File: src/rtl/vshift_pkg.sv
package vshift_pkg;
  localparam int SIZE_W = 2;
  localparam int AMT_W  = 8;

  typedef enum logic [SIZE_W-1:0] {
    ES_8  = 2'd0,
    ES_16 = 2'd1,
    ES_32 = 2'd2,
    ES_64 = 2'd3
  } esize_e;

  function automatic int lane_bits(input int code);
    return 8 << code;
  endfunction
endpackage

File: src/rtl/vshift_decode.sv
module vshift_decode
  import vshift_pkg::*;
(
  input  logic              q_i,
  input  logic [SIZE_W-1:0] size_i,
  output esize_e            es_o,
  output logic              half_o,
  output logic              rsv_o
);
  assign es_o   = esize_e'(size_i);
  assign half_o = ~q_i;
  // 64-bit lanes need the full 128-bit vector
  assign rsv_o  = (es_o == ES_64) && ~q_i;
endmodule

File: src/rtl/vshift_lane.sv
module vshift_lane
  import vshift_pkg::*;
#(
  parameter int W = 8
) (
  input  logic [W-1:0]     x_i,
  input  logic [AMT_W-1:0] amt_i,
  output logic [W-1:0]     y_o
);
  localparam logic [AMT_W:0] LIM = (AMT_W+1)'(W);

  logic             neg;
  logic [AMT_W-1:0] mag;
  logic             over;

  always_comb begin
    neg  = amt_i[AMT_W-1];
    // magnitude of -128 is 128, fits unsigned 8 bits
    mag  = neg ? (~amt_i + 1'b1) : amt_i;
    over = {1'b0, mag} >= LIM;
    if (over)     y_o = '0;
    else if (neg) y_o = x_i >> mag;
    else          y_o = x_i << mag;
  end
endmodule

File: src/rtl/vshift_array.sv
module vshift_array
  import vshift_pkg::*;
#(
  parameter int VEC_W = 128
) (
  input  logic [VEC_W-1:0] a_i,
  input  logic [VEC_W-1:0] b_i,
  input  esize_e           es_i,
  output logic [VEC_W-1:0] res_o
);
  localparam int N_SIZES = 1 << SIZE_W;

  logic [N_SIZES-1:0][VEC_W-1:0] per_size;

  for (genvar s = 0; s < N_SIZES; s++) begin : g_size
    localparam int LW = lane_bits(s);
    localparam int NL = VEC_W / LW;
    for (genvar l = 0; l < NL; l++) begin : g_lane
      vshift_lane #(.W(LW)) i_lane (
        .x_i  (a_i[l*LW +: LW]),
        .amt_i(b_i[l*LW +: AMT_W]),
        .y_o  (per_size[s][l*LW +: LW])
      );
    end
  end

  assign res_o = per_size[es_i];
endmodule

File: src/rtl/vshift_unit.sv
module vshift_unit
  import vshift_pkg::*;
#(
  parameter int VEC_W   = 128,
  parameter bit REG_OUT = 1'b1
) (
  input  logic              clk_i,
  input  logic              rst_ni,
  input  logic              valid_i,
  input  logic              q_i,
  input  logic [SIZE_W-1:0] size_i,
  input  logic [VEC_W-1:0]  opa_i,
  input  logic [VEC_W-1:0]  opb_i,
  output logic              valid_o,
  output logic              reserved_o,
  output logic [VEC_W-1:0]  result_o
);
  localparam int HALF_W = VEC_W / 2;

  esize_e             es;
  logic               half;
  logic               rsv;
  logic [VEC_W-1:0]   raw;
  logic [VEC_W-1:0]   res_d;
  logic               q_q;
  logic [SIZE_W-1:0]  size_q;

  vshift_decode i_decode (
    .q_i   (q_i),
    .size_i(size_i),
    .es_o  (es),
    .half_o(half),
    .rsv_o (rsv)
  );

  vshift_array #(.VEC_W(VEC_W)) i_array (
    .a_i  (opa_i),
    .b_i  (opb_i),
    .es_i (es),
    .res_o(raw)
  );

  always_comb begin
    res_d = raw;
    if (rsv)       res_d = '0;
    else if (half) res_d[VEC_W-1:HALF_W] = '0;
  end

  if (REG_OUT) begin : g_reg
    always_ff @(posedge clk_i or negedge rst_ni) begin
      if (!rst_ni) begin
        valid_o    <= 1'b0;
        reserved_o <= 1'b0;
        result_o   <= '0;
        q_q        <= 1'b0;
        size_q     <= '0;
      end else begin
        valid_o <= valid_i;
        if (valid_i) begin
          reserved_o <= rsv;
          result_o   <= res_d;
          q_q        <= q_i;
          size_q     <= size_i;
        end
      end
    end
  end else begin : g_comb
    assign valid_o    = valid_i;
    assign reserved_o = rsv;
    assign result_o   = res_d;
    assign q_q        = q_i;
    assign size_q     = size_i;
  end
endmodule

File: config.mk
export PLATFORM = sky130hd
export DESIGN_NAME = vshift_unit
export DESIGN_NICKNAME = d
export VERILOG_FILES = /design/src/rtl/vshift_pkg.sv /design/src/rtl/vshift_decode.sv /design/src/rtl/vshift_lane.sv /design/src/rtl/vshift_array.sv /design/src/rtl/vshift_unit.sv
export SDC_FILE = /design/constraint.sdc
export NUM_CORES = 2
export LEC_CHECK = 0
export BUFFER_PORTS_ARGS = -buffer_cell sky130_fd_sc_hd__buf_4
export CAP_MARGIN = 10
export CORE_ASPECT_RATIO = 1.2
export CORE_MARGIN = 3
export CORE_UTILIZATION = 50
export CTS_BUF_LIST = sky130_fd_sc_hd__clkbuf_2
export DETAILED_ROUTE_END_ITERATION = 6
export PLACE_DENSITY = 0.78
export SLEW_MARGIN = 25
export SYNTH_ARGS = -nofsm -noshare
export SYNTH_HDL_FRONTEND = slang
export SYNTH_HIERARCHICAL = 1
export SYNTH_SLANG_ARGS = --single-unit
export TNS_END_PERCENT = 50
File: constraint.sdc
create_clock -name clk_i -period 1.1 [get_ports clk_i]
set_clock_uncertainty 0.2 [all_clocks]
set_input_delay 0.165 -clock clk_i [delete_from_list [all_inputs] [get_ports clk_i]]
set_output_delay 0.165 -clock clk_i [all_outputs]
set_load 0.005 [all_outputs]
==> results_dict.tcl, run 1 <==
set metrics [dict create \
    outcome "aborted with a tool error" \
    stop_stage "5_1_grt" \
    stop_error "[ERROR GRT-0232] Routing congestion too high. Check the congestion heatmap in the GUI." \
    grt_use_total 0.715 \
    synthTopCellsByArea "mux2i_1, mux4_2, nand2_1" \
    start_util 0.504 \
    worstEpCategory "register data pin" \
    grt_max_degree 81 \
    syn_area_mm2 0.0685 \
    place_area_mm2 0.0957 \
    dp_slack_ns -3.17 \
    syn_area_per_cell_um2 7.76 \
    port_buffers 391 \
    rows 148 \
    ys.flop_type "dfrtp_1" \
    die_x_um 344 \
    place_inst 13400 \
    die_h_um 411 \
    ys_seq_area_frac 0.0475 \
    synth.most_common_cell "mux2i_1" \
    synthCells 8822 \
    cts_root_buffer "clkbuf_2" \
    worstEndpointGrtRepair "result_o[42]$_DFFE_PN0P_/D" \
    hpwl_um 327000 \
    synthDominantCellAreaShare 0.179 \
    h-tree-depth 4 \
    synth.largest_area_cell "mux2i_1" \
    yosys_warnings 6 \
    ctsLongestPathBuffers 2 \
    clkSinkCount 130 \
    synth_seq_cells 130 \
    synth_fp_nets 9114 \
    synth_edf_count 0 \
    yosys-top-cells-count "mux2i_1, nand2_1, nor2_1" \
    async_reset_ff_frac 1.00 \
    numCtsBuffers 17 \
    gp_congestion 1.27 \
    grt_overflow 14 \
    ys_types 107 \
    ios 392 \
]
-- metrics by stage --
stage	TNS [ns]	util	hold WS, ns
global placement	-354.44	0.704	-0.157
detailed placement	-359.25	0.704	-0.155
floorplan	-320.56	-	-0.331
CTS	-300.61	0.780	-0.470
-- layer usage --
| metal | GRT overflow | GRT usage |
|---|---|---|
| met5 | 0 | 0.272 |
| met4 | 8 | 0.699 |
| met3 | 0 | 0.515 |
| met2 | 6 | 0.908 |
| met1 | 0 | 0.721 |
-- cell families after synthesis --
kind of cell | Yosys count | synth area share
adders and majority gates | 30 | 0.00548
xor gates and xnor gates | 98 | 0.0180
AOI/OAI and AO/OA | 2414 | 0.247
buffers and inverters | 1095 | 0.0803
DFF | 130 | 0.0475
and+or+nand+nor | 3148 | 0.219
muxes | 1907 | 0.383
-- what timing repair did --
action	in CTS
setup buffers	293
endpoints found under the setup margin	258
endpoints found under the hold margin	260
cloned	18
pin swaps	403
hold buffers	86
gates resized for setup	1475
==> run 2, diff against run 1 <==
--- a/config.mk
+++ b/config.mk
@@ -7,12 +7,10 @@
 export LEC_CHECK = 0
 export BUFFER_PORTS_ARGS = -buffer_cell sky130_fd_sc_hd__buf_4
 export CAP_MARGIN = 10
-export CORE_ASPECT_RATIO = 1.2
 export CORE_MARGIN = 3
-export CORE_UTILIZATION = 50
-export CTS_BUF_LIST = sky130_fd_sc_hd__clkbuf_2
+export CORE_UTILIZATION = 35
 export DETAILED_ROUTE_END_ITERATION = 6
-export PLACE_DENSITY = 0.78
+export PLACE_DENSITY_LB_ADDON = 0.15
 export SLEW_MARGIN = 25
 export SYNTH_ARGS = -nofsm -noshare
 export SYNTH_HDL_FRONTEND = slang
==> run 2 against run 1 <==
Effect of this change:
- the flow now finishes, with violations (DRC, hold timing, setup timing)
- synthesized cell count stayed put
- synthesized area stayed put
==> results_dict.tcl, run 2 <==
set metrics [dict create \
    internal_power_mw 46.7 \
    synthSimpleGateAreaFrac 0.219 \
    die_h_um 448 \
    seq_power_share 0.057 \
    power.density_mw_per_mm2 840 \
    dr.pass1.iters 7 \
    dp_slack_ns -3.38 \
    gp_congestion 1.10 \
    synth.largest_area_cell "mux2i_1" \
    place_area_mm2 0.0994 \
    syn_area_mm2 0.0685 \
    routed_wl_um 464000 \
    drtAntennaViolNets 0 \
    drtIter0Drc 12400 \
    core-area_mm2 0.194 \
    rsz0062_at_grt "yes" \
    ios 392 \
    hold_violations 30 \
    cts_tree "done" \
    worstSkewPairLatency_ns 0.55 \
    areaGrowthSynthToFinish_pct 63.4 \
    ctsLongestPathBuffers 2 \
    holdWs_ns -0.0779 \
    viasPerCell 6.53 \
    utilization 0.578 \
    die_area_mm2 0.201 \
    setup_ws_ns -2.30 \
    end_kind "flip-flop" \
    crit_type "input pin to flip-flop" \
    synthDominantCellAreaShare 0.179 \
    yosys_warnings 6 \
    vias 97000 \
    start_util 0.354 \
    hold_class "input pin to async pin" \
    antenna_found_initial 48 \
    rows 161 \
    final_cells 14800 \
    ctsHoldBuffers 2 \
    synth.most_common_cell "mux2i_1" \
    hpwl_um 363000 \
    synth_seq_cells 130 \
    crit_required_ns 1.33 \
    drv_cap 0 \
    synth-xor-area-share 0.0180 \
    muxShareOfSynthArea 0.383 \
    final_cell_area_mm2 0.112 \
    wl_per_cell_um 31.3 \
    grt_max_degree 55 \
    ys_seq_area_frac 0.0475 \
    syn_area_per_cell_um2 7.76 \
    grt_use_total 0.440 \
    comb_power_share 0.871 \
    switchingPower_mw 47.3 \
    synth_top_family_by_area "multiplexers" \
    vdd.ir_drop.worst_mv 1.08 \
    synth_fp_nets 9114 \
    outcome "finished, violations left" \
    min_period_ns 3.40 \
    ff2ff_path_depth 2 \
    finalCritPeriodShare 3.09 \
    synthCells 8822 \
    clkSinkCount 130 \
    worstMarginPinSlew_ns 0.891 \
    power_mw 94.0 \
    clkPwrFrac 0.072 \
    yosys-top-cells-count "mux2i_1, nand2_1, nor2_1" \
    die_x_um 448 \
    layout.nets 12500 \
    place_inst 14500 \
    layout_common_cells "buf_4, mux2i_1, nand2_1" \
    fmax_ghz 0.294 \
    synthTopCellsByArea "mux2i_1, mux4_2, nand2_1" \
    ys_types 107 \
    cp.arrival_ns 3.63 \
    cts_root_buffer "clkbuf_16" \
    crit_fanout 7 \
    grt_pass1_wl_um 660000 \
    clkSlewWorstSetupHoldPaths_ns 0.07 \
    synth_compound_area_frac 0.247 \
    reg_top3 "result_o: 128 flops, reserved_o: 1 flops, valid_o: 1 flops" \
    slew_headroom 0.406 \
    drc 16 \
    grt_overflow 0 \
    largest_reg_flops 128 \
    synth_fa_ha_area_frac 0.00548 \
    top_register "result_o" \
    drive_gt1_frac 0.514 \
    numCtsBuffers 17 \
    leakagePower_nw 48.1 \
    port_buffers 391 \
    grt_pass1_vias 92800 \
    start_kind "input pin" \
    failed_checks "DRC, hold timing, setup timing" \
    async_reset_ff_frac 1.00 \
    setup_viol 259 \
    swShare 0.503 \
    drv_slew 0 \
    h-tree-depth 4 \
    finalSetupTns_ns -320.82 \
    synth_edf_count 0 \
    ys.flop_type "dfrtp_1" \
    final_common_cell "buf_4" \
]
==> run 2: path summary, 6_finish.rpt <==
check	start	to	slack (ns)
worst max register to register	result_o[125]	result_o[125]	0.02
worst min register to register	reserved_o	reserved_o	0.32
worst min-delay path	rst_ni	result_o[101]	-0.08
max in group asynchronous	rst_ni	result_o[31]	0.29
worst max-delay path	opb_i[65]	result_o[89]	-2.30
min in group clk_i	size_i[1]	result_o[5]	0.17
==> run 2: critical path, cell delays in order <==
cell	delay (ns)
buf_12	0.10
inv_6	0.03
ha_4	0.24
buf_12	0.14
mux2i_4	0.16
buf_12	0.17
buf_12	0.14
mux2i_2	0.22
mux2i_1	0.12
buf_4	0.15
a22oi_2	0.22
buf_4	0.19
buf_6	0.10
o221ai_4	0.12
a22oi_2	0.26
o211ai_1	0.35
mux4_2	0.58
nand2_2	0.09
o22ai_2	0.05
==> run 2: logic make-up after synthesis <==
| kind of cell | after synthesis |
|---|---|
| mux | 1907 |
| fa+ha+maj | 30 |
| xor+xnor | 98 |
| buf+inv | 1095 |
| flops | 130 |
| compound gates | 2414 |
| simple gates | 3148 |
==> run 2: power by group through the flow <==
stage / logic, mW / clock network, mW / registers, mW
finish: 81.9 / 6.80 / 5.34
global route: 84.5 / 7.03 / 5.34
CTS: 75.5 / 6.92 / 5.33
detailed placement: 67.3 / 0 / 5.42
global placement: 67.2 / 0 / 5.41
floorplan: 32.0 / 0 / 5.27
==> run 2: repair_timing <==
item                        CTS  global route
setup buffers               247           128
pin swaps                   371           224
hold endpoints to repair    182            30
gates resized for setup    1313           559
cloned                       18             6
setup endpoints to repair   258           259
==> run 2: layout make-up <==
type / count / area (µm²)
well taps: 2608 / 3260
multi-input cells: 7600 / 68000
flip-flops and latches: 130 / 3250
diodes: 23 / 57.6
clock inverters: 12 / 180
fillers: 17700 / 81700
repair buffers: 4163 / 35500
inverters: 291 / 1180
clock buffers: 19 / 453
==> run 2: metal layers <==
layer | share of wire | track usage
met3 | 0.11 | 0.106
met4 | 0.066 | 0.232
met1 | 0.40 | 0.592
met5 | 0.00042 | 0
met2 | 0.42 | 0.650
No activity file was read; power rests on OpenSTA's default activity.
